## src/rtl/popcnt_pkg.sv

```systemverilog
package popcnt_pkg;

  typedef enum logic {
    CTRL_IDLE = 1'b0,
    CTRL_BUSY = 1'b1
  } ctrlState_e;

  // strobes issued by the control to the datapath
  typedef struct packed {
    logic load;    // capture operand / single-cycle capture
    logic step;    // consume one operand bit
    logic finish;  // last bit: publish result
  } ctrlStrobes_t;

endpackage

```

## src/rtl/popCtrl.sv

```systemverilog
module popCtrl
  import popcnt_pkg::*;
#(
  parameter int WIDTH       = 16,
  parameter bit MULTI_CYCLE = 1'b1,
  parameter int CNT_W       = $clog2(WIDTH + 1)
) (
  input  logic         clk,
  input  logic         rst,
  input  logic         start,
  output logic         ready,
  output ctrlStrobes_t strobes
);

  generate
    if (MULTI_CYCLE) begin : g_iter
      ctrlState_e      state;
      logic [CNT_W-1:0] remaining;

      always_ff @(posedge clk) begin
        if (rst) begin
          state     <= CTRL_IDLE;
          remaining <= '0;
        end else begin
          case (state)
            CTRL_IDLE: begin
              if (start) begin
                state     <= CTRL_BUSY;
                remaining <= CNT_W'(WIDTH);
              end
            end
            CTRL_BUSY: begin
              remaining <= remaining - 1'b1;
              if (remaining == CNT_W'(1)) begin
                state <= CTRL_IDLE;
              end
            end
            default: state <= CTRL_IDLE;
          endcase
        end
      end

      always_comb begin
        ready          = (state == CTRL_IDLE);
        strobes.load   = (state == CTRL_IDLE) && start;
        strobes.step   = (state == CTRL_BUSY);
        strobes.finish = (state == CTRL_BUSY) && (remaining == CNT_W'(1));
      end

      AST_ACCEPT_DROPS_READY: assert property (@(posedge clk) disable iff (rst)
        (ready && start) |=> !ready);

      AST_BUSY_IGNORES_START: assert property (@(posedge clk) disable iff (rst)
        (!ready && start && remaining != CNT_W'(1)) |=> (!ready && remaining == $past(remaining) - 1'b1));

      AST_REMAIN_RANGE: assert property (@(posedge clk) disable iff (rst)
        remaining <= CNT_W'(WIDTH));

    end else begin : g_single
      logic readyQ;

      always_ff @(posedge clk) begin
        if (rst) readyQ <= 1'b1;
        else     readyQ <= 1'b1;
      end

      always_comb begin
        ready          = readyQ;
        strobes.load   = 1'b1;
        strobes.step   = 1'b0;
        strobes.finish = 1'b0;
      end

      AST_SINGLE_START_INERT: assert property (@(posedge clk) disable iff (rst)
        start |=> ready);
    end
  endgenerate

endmodule

```

## src/rtl/popDatapath.sv

```systemverilog
module popDatapath
  import popcnt_pkg::*;
#(
  parameter int WIDTH       = 16,
  parameter bit MULTI_CYCLE = 1'b1,
  parameter int CNT_W       = $clog2(WIDTH + 1)
) (
  input  logic             clk,
  input  logic             rst,
  input  logic [WIDTH-1:0] value,
  input  ctrlStrobes_t     strobes,
  output logic [CNT_W-1:0] count
);

  logic [CNT_W-1:0] countQ;
  assign count = countQ;

  generate
    if (MULTI_CYCLE) begin : g_iter
      logic [WIDTH-1:0] operandSh;
      logic [CNT_W-1:0] acc;
      logic [CNT_W-1:0] accNext;

      assign accNext = acc + CNT_W'(operandSh[0]);

      always_ff @(posedge clk) begin
        if (rst) begin
          operandSh <= '0;
          acc       <= '0;
          countQ    <= '0;
        end else begin
          if (strobes.load) begin
            operandSh <= value;
            acc       <= '0;
          end else if (strobes.step) begin
            operandSh <= operandSh >> 1;
            acc       <= accNext;
          end
          if (strobes.finish) begin
            countQ <= accNext;
          end
        end
      end

      AST_COUNT_HOLD: assert property (@(posedge clk) disable iff (rst)
        !strobes.finish |=> $stable(countQ));

      AST_ACC_BOUND: assert property (@(posedge clk) disable iff (rst)
        acc <= CNT_W'(WIDTH));

    end else begin : g_single
      logic [CNT_W-1:0] bitSum;

      always_comb begin
        bitSum = '0;
        for (int i = 0; i < WIDTH; i++) begin
          bitSum = bitSum + CNT_W'(value[i]);
        end
      end

      always_ff @(posedge clk) begin
        if (rst) begin
          countQ <= '0;
        end else if (strobes.load && !strobes.step && !strobes.finish) begin
          countQ <= bitSum;
        end
      end

      AST_SINGLE_TRACK: assert property (@(posedge clk) disable iff (rst)
        !rst |=> countQ == CNT_W'($countones($past(value))));
    end
  endgenerate

endmodule

```

## src/rtl/popCountUnit.sv

```systemverilog
module popCountUnit
  import popcnt_pkg::*;
#(
  parameter int WIDTH       = 16,
  parameter bit MULTI_CYCLE = 1'b1,
  localparam int CNT_W      = $clog2(WIDTH + 1)
) (
  input  logic             clk,
  input  logic             rst,
  input  logic             start,
  input  logic [WIDTH-1:0] value,
  output logic [CNT_W-1:0] count,
  output logic             ready
);

  ctrlStrobes_t strobes;

  popCtrl #(
    .WIDTH       (WIDTH),
    .MULTI_CYCLE (MULTI_CYCLE),
    .CNT_W       (CNT_W)
  ) u_ctrl (
    .clk     (clk),
    .rst     (rst),
    .start   (start),
    .ready   (ready),
    .strobes (strobes)
  );

  popDatapath #(
    .WIDTH       (WIDTH),
    .MULTI_CYCLE (MULTI_CYCLE),
    .CNT_W       (CNT_W)
  ) u_dp (
    .clk     (clk),
    .rst     (rst),
    .value   (value),
    .strobes (strobes),
    .count   (count)
  );

  AST_RESET_STATE: assert property (@(posedge clk)
    rst |=> (count == '0 && ready));

endmodule

```

## config.mk

```make
export PLATFORM = sky130hd
export DESIGN_NAME = popCountUnit
export DESIGN_NICKNAME = d
export VERILOG_FILES = /design/src/rtl/popcnt_pkg.sv /design/src/rtl/popCtrl.sv /design/src/rtl/popDatapath.sv /design/src/rtl/popCountUnit.sv
export SDC_FILE = /design/constraint.sdc
export NUM_CORES = 1
export LEC_CHECK = 0
export BUFFER_PORTS_ARGS = -buffer_cell sky130_fd_sc_hd__buf_2
export CORE_ASPECT_RATIO = 1.2
export CORE_MARGIN = 3
export CORE_UTILIZATION = 45
export DETAILED_ROUTE_END_ITERATION = 6
export PLACE_DENSITY_LB_ADDON = 0.05
export SETUP_SLACK_MARGIN = 0.15
export SYNTH_ARGS = -nofsm -noshare
export SYNTH_HDL_FRONTEND = slang
export SYNTH_HIERARCHICAL = 1
export SYNTH_SLANG_ARGS = --single-unit
```

## constraint.sdc

```tcl
create_clock -name clk -period 1.77 [get_ports clk]
set_clock_uncertainty 0.1 [all_clocks]
set_input_delay 0.0885 -clock clk [delete_from_list [all_inputs] [get_ports clk]]
set_output_delay 0.0885 -clock clk [all_outputs]
set_load 0.1 [all_outputs]
```

Yosys cells after proc, flatten, opt, wreduce, memory -nomap -nowiden
Cells that the tools add are included.
Word-level totals
  output and inout port bits: 6
  word-level logic and storage cells: 21
  input port bits: 19
  bits in registers: 32
Operators by class
  multiplexer cells: 7
  reductions and logical operators: 4
  $add $sub $neg: 2
  bitwise operators: 1
  eq/ne operators: 2
Operators with widths (count)
  16-bit two-way mux: 2
  5-bit one-hot mux with 2 select lines: 1
  5-bit by 1-bit adder with 5-bit output: 1
  5-bit by 1-bit equality test with 1-bit output (second input constant): 1
  5-bit two-way mux: 1
  5-bit by 1-bit subtractor with 5-bit output (second input constant): 1
  1-bit logical AND: 2
  1-bit two-way mux: 2
  2-bit inequality test (second input constant): 1
  1-bit one-hot mux with 2 select lines: 1
  2-bit nonzero test: 1
  2-bit OR reduction: 1
  1-bit inverter: 1

Logic depth before layout (Yosys ltp)
  depth after elaboration: 3
  depth in mapped cells: 7
  gate-level depth less buffers: 5

Modules after synthesis
Netlist, hierarchy kept.
By module, submodules not included
  popDatapath: cells an instance 113, area each 1229.9 sq um, sequential area each 520.5 sq um, times used 1
  popCtrl: cells an instance 37, area each 329.1 sq um, sequential area each 120.1 sq um, times used 1

Worst setup path before layout
Ideal clock, no wire load.
  path kind: register to register
  start point: reg u_ctrl.g_iter.state
  end point: reg u_dp.g_iter.operandSh[0]
  path buffers: 3
  arrival time: 1.265 ns
  cell stages (with the launch flop): 8
  slack: 0.278 ns
  path through: dfxtp_1 -> buf_4 -> nand2b_1 -> inv_1 -> buf_4 -> buf_4 -> mux2i_1 -> nor2_1
RTL lines
  start: declaration: RTL line popCtrl.sv:17  | ctrlState_e state;
  start signal: assignment: RTL line popCtrl.sv:22  | state <= CTRL_IDLE;
  start signal: assignment: RTL line popCtrl.sv:28  | state <= CTRL_BUSY;
  start signal: assignment: RTL line popCtrl.sv:35  | state <= CTRL_IDLE;
  end signal: assignment: RTL line popDatapath.sv:33  | operandSh <= value;
  end signal: assignment: RTL line popDatapath.sv:36  | operandSh <= operandSh >> 1;
  end: declaration: RTL line popDatapath.sv:20  | logic [WIDTH-1:0] operandSh;

Worst setup path in the final report
  start point: reg u_dp.g_iter.operandSh[0]
  end point: reg u_dp.countQ[4], in the netlist u_dp/count[4]
On the way
  cells in the longest elaborated chain, start to end: 1
Ends and longest elaborated chain
  5-bit by 1-bit adder with 5-bit output: RTL line popDatapath.sv:24  | assign accNext = acc + CNT_W'(operandSh[0]);
  end signal: assignment: RTL line popDatapath.sv:40  | countQ <= accNext;
  end: declaration: RTL line popDatapath.sv:15  | logic [CNT_W-1:0] countQ;
Every way passes these cells.
A chain may end at the register's enable or synchronous reset.

==> flow_metrics.py <==
metrics = {
    "run_status": {
        "status": "finished, final reports clean",
    },
    "route": {
        "via_per_inst": 4.98,
        "ant_nets": 0,
        "num_vias": 1150,
        "drt-initial-drc-count": 51,
        "routedWlPerCell_um": 12.7,
        "routed_wl_mm": 2.94,
        "drc": 0,
        "dr.pass1.iters": 4,
    },
    "final_layout": {
        "nFillCells": 274,
        "drive_gt1_frac": 0.267,
        "layoutNonFillerInstCount": 231,
        "num_antenna_cells": 0,
        "post-route-util": 0.612,
        "nNetsFinal": 217,
        "multiInputGateArea_um2": 833,
        "seqCellArea_um2": 642,
        "area_delta_synth_final_pct": 25.4,
        "final_area_mm2": 0.00195,
    },
    "floorplanning": {
        "die_w_um": 59.7,
        "core_area_mm2": 0.00319,
        "die_y_um": 70.5,
        "dieArea_mm2": 0.00421,
        "pin_count": 25,
        "start_util": 0.488,
        "row_count": 22,
    },
    "placement": {
        "placed_cell_area_mm2": 0.00170,
        "port_buffers": 24,
        "place_ws_ps": 259,
        "place_hpwl_mm": 1.98,
        "routabilityCongestion": 0.771,
        "dp.cells": 205,
    },
    "pwr": {
        "power.leakage_nw": 0.853,
        "peakVddDrop_mv": 0.672,
        "power_density_mw_per_mm2": 775,
        "p_total_mw": 1.51,
    },
    "logic_synthesis": {
        "synthCells": 150,
        "synth.distinct_cells": 32,
        "netlist.area_leader.share": 0.411,
        "ys_warn_count": 6,
        "synth.area.top_cells": "dfxtp_1, mux2_4, mux2i_1",
        "synthesis.nets": 173,
        "synth-seq-area-share": 0.411,
        "syn_avg_cell_area_um2": 10.4,
        "yosys_register_bits": 32,
        "syn-cell-area_mm2": 0.00156,
        "synth_area_leader_cell": "dfxtp_1",
    },
    "sta": {
        "fin_crit_ps": 1510,
        "setup_tns_ps": 0,
        "slew_headroom": 0.677,
        "hold_viol": 0,
        "max_slew.worst_pin.slew_ps": 488,
        "fin_hold_ws_ps": 400,
        "setup_ws_ps": 259,
        "post-route-period-util": 0.854,
        "setup_violations": 0,
        "report.final.slew_viol_count": 0,
        "fmax_mhz": 662,
        "rsz0062_at_grt": "false",
    },
    "critical_path": {
        "cp_max_fo": 4,
        "slowest_stage": "dfxtp_1",
        "path_class": "flop to flop",
        "cp-start-kind": "flop",
        "crit_family": "adder cells",
        "critPathMaxStageDelay_ps": 360,
        "crit_buf_inv": 0,
        "cp-end-kind": "flop",
        "crit_required_ps": 1910,
        "crit_path_frequent_cell": "ha_1",
        "arrival_ps": 1660,
        "cp_cell_sequence": "ha_1 > ha_1 > nand3_1 > xor2_1 > a211oi_1",
    },
    "clocking": {
        "cts_inserted_buffers": 5,
        "clockRootBuffer": "clkbuf_4",
        "htreeDepth": 2,
        "clk_pin_slew_ps": 100,
        "insertion_delay_ps": 330,
        "cts_sinks": 32,
        "cts_max_path_buffers": 2,
        "cts_tree": "yes",
    },
    "grt": {
        "grt_start_max_net_pins": 18,
        "antenna_found_initial": 0,
        "grt_pass1_vias": 1139,
        "track_usage": 0.160,
        "grt_overflow": 0,
        "grt_first_pass_wirelength_mm": 5.06,
    },
    "flow_run": {
        "max_cap_violations": 0,
    },
    "hold_path": {
        "hold_path.class": "flop to flop",
    },
}
[cell type report]
cell class / count / share of cell area
well taps: 36 / 0.0230
repair buffers: 47 / 0.184
multi-input cells: 104 / 0.426
inverters: 4 / 0.00768
clock buffers: 8 / 0.0301
flip-flops and latches: 32 / 0.328
[final timing paths]
path	end	startpoint	cells after the start	slack [ps]
min	u_dp/count[2]	u_dp/count[2]	2	400
max	u_dp/count[4]	u_dp/g_iter.operandSh[0]	5	260
min reg2reg	u_dp/count[2]	u_dp/count[2]	2	400
max reg2reg	u_dp/count[4]	u_dp/g_iter.operandSh[0]	5	260
[synth_stat cells, drive strengths merged]
library cell and count:
a211oi 3, a21oi 3, buf 7, clkbuf 3, dfxtp 32, ha 4, inv 4, mux2 15
mux2i 21, nand2 2, nand2b 3, nand3 2, nand3b 1, nand4 2, nor2 29, nor2b 1
nor3 3, nor3b 2, nor4b 1, o21ai 1, o311ai 1, o31a 1, or2 1, or2b 1
or4 1, xnor2 1, xor2 5
[layer usage]
layer  global-route usage  up-vias  wire length [um]
li1                     -      601                 -
met1                0.196      519              1270
met2                0.251       26              1490
met3               0.0610        4               153
met4               0.0517        0                27
met5                    0        -                 0
[power by group]
group | total, mW | switching, mW | internal, mW
sequential | 0.789 | 0.0289 | 0.761
clock | 0.423 | 0.227 | 0.196
combinational | 0.302 | 0.139 | 0.164
[flip-flops by register name, summed over array words and instances (netlist names)]
name                     cells
u_ctrl/g_iter.remaining      5
u_ctrl/g_iter.state          1
u_dp/count                   5
u_dp/g_iter.acc              5
u_dp/g_iter.operandSh       16
[tightest hold or removal path: cells and delay by family (launching register included)]
| family | cells | cell delay, ps |
|---|---|---|
| AO/OA/AOI/OAI | 1 | 50 |
| flip-flops | 1 | 320 |
| AND/OR/NAND/NOR | 1 | 90 |
[logic make-up (layout without fill, tap and decap cells)]
family	count (synthesis)	in the layout	share of synthesized area
AOI/OAI and AO/OA	9	9	0.0385
xor gates and xnor gates	6	6	0.0337
adders and majority gates	4	4	0.0321
buffers and inverters	14	59	0.0546
DFF	32	32	0.411
muxes	36	36	0.277
and+or+nand+nor	49	49	0.153
[placed cells by master, fill, tap and decap left out, types with 2 or more instances in the layout]
master,Yosys,routed
dfxtp_1,32,31
nor2_1,29,29
buf_2,1,23
mux2i_1,21,21
dlygate4sd3_1,0,18
mux2_4,14,14
clkbuf_4,0,6
xor2_1,5,5
inv_1,4,4
ha_1,4,4
buf_4,4,3
a21oi_1,3,3
nor3_1,3,3
a211oi_1,3,3
clkbuf_1,2,2
nand2b_1,2,2
nand2_1,2,2
nor3b_1,2,2
nand4_1,2,2
nand3_1,2,2
[repair_timing]
action	4_1_cts	5_1_grt
resized for setup	1	3
endpoints found under the hold margin	20	0
buffers inserted	0	0
hold buffers	18	0
setup endpoints to repair	1	1
No activity file was read; power rests on OpenSTA's default activity.
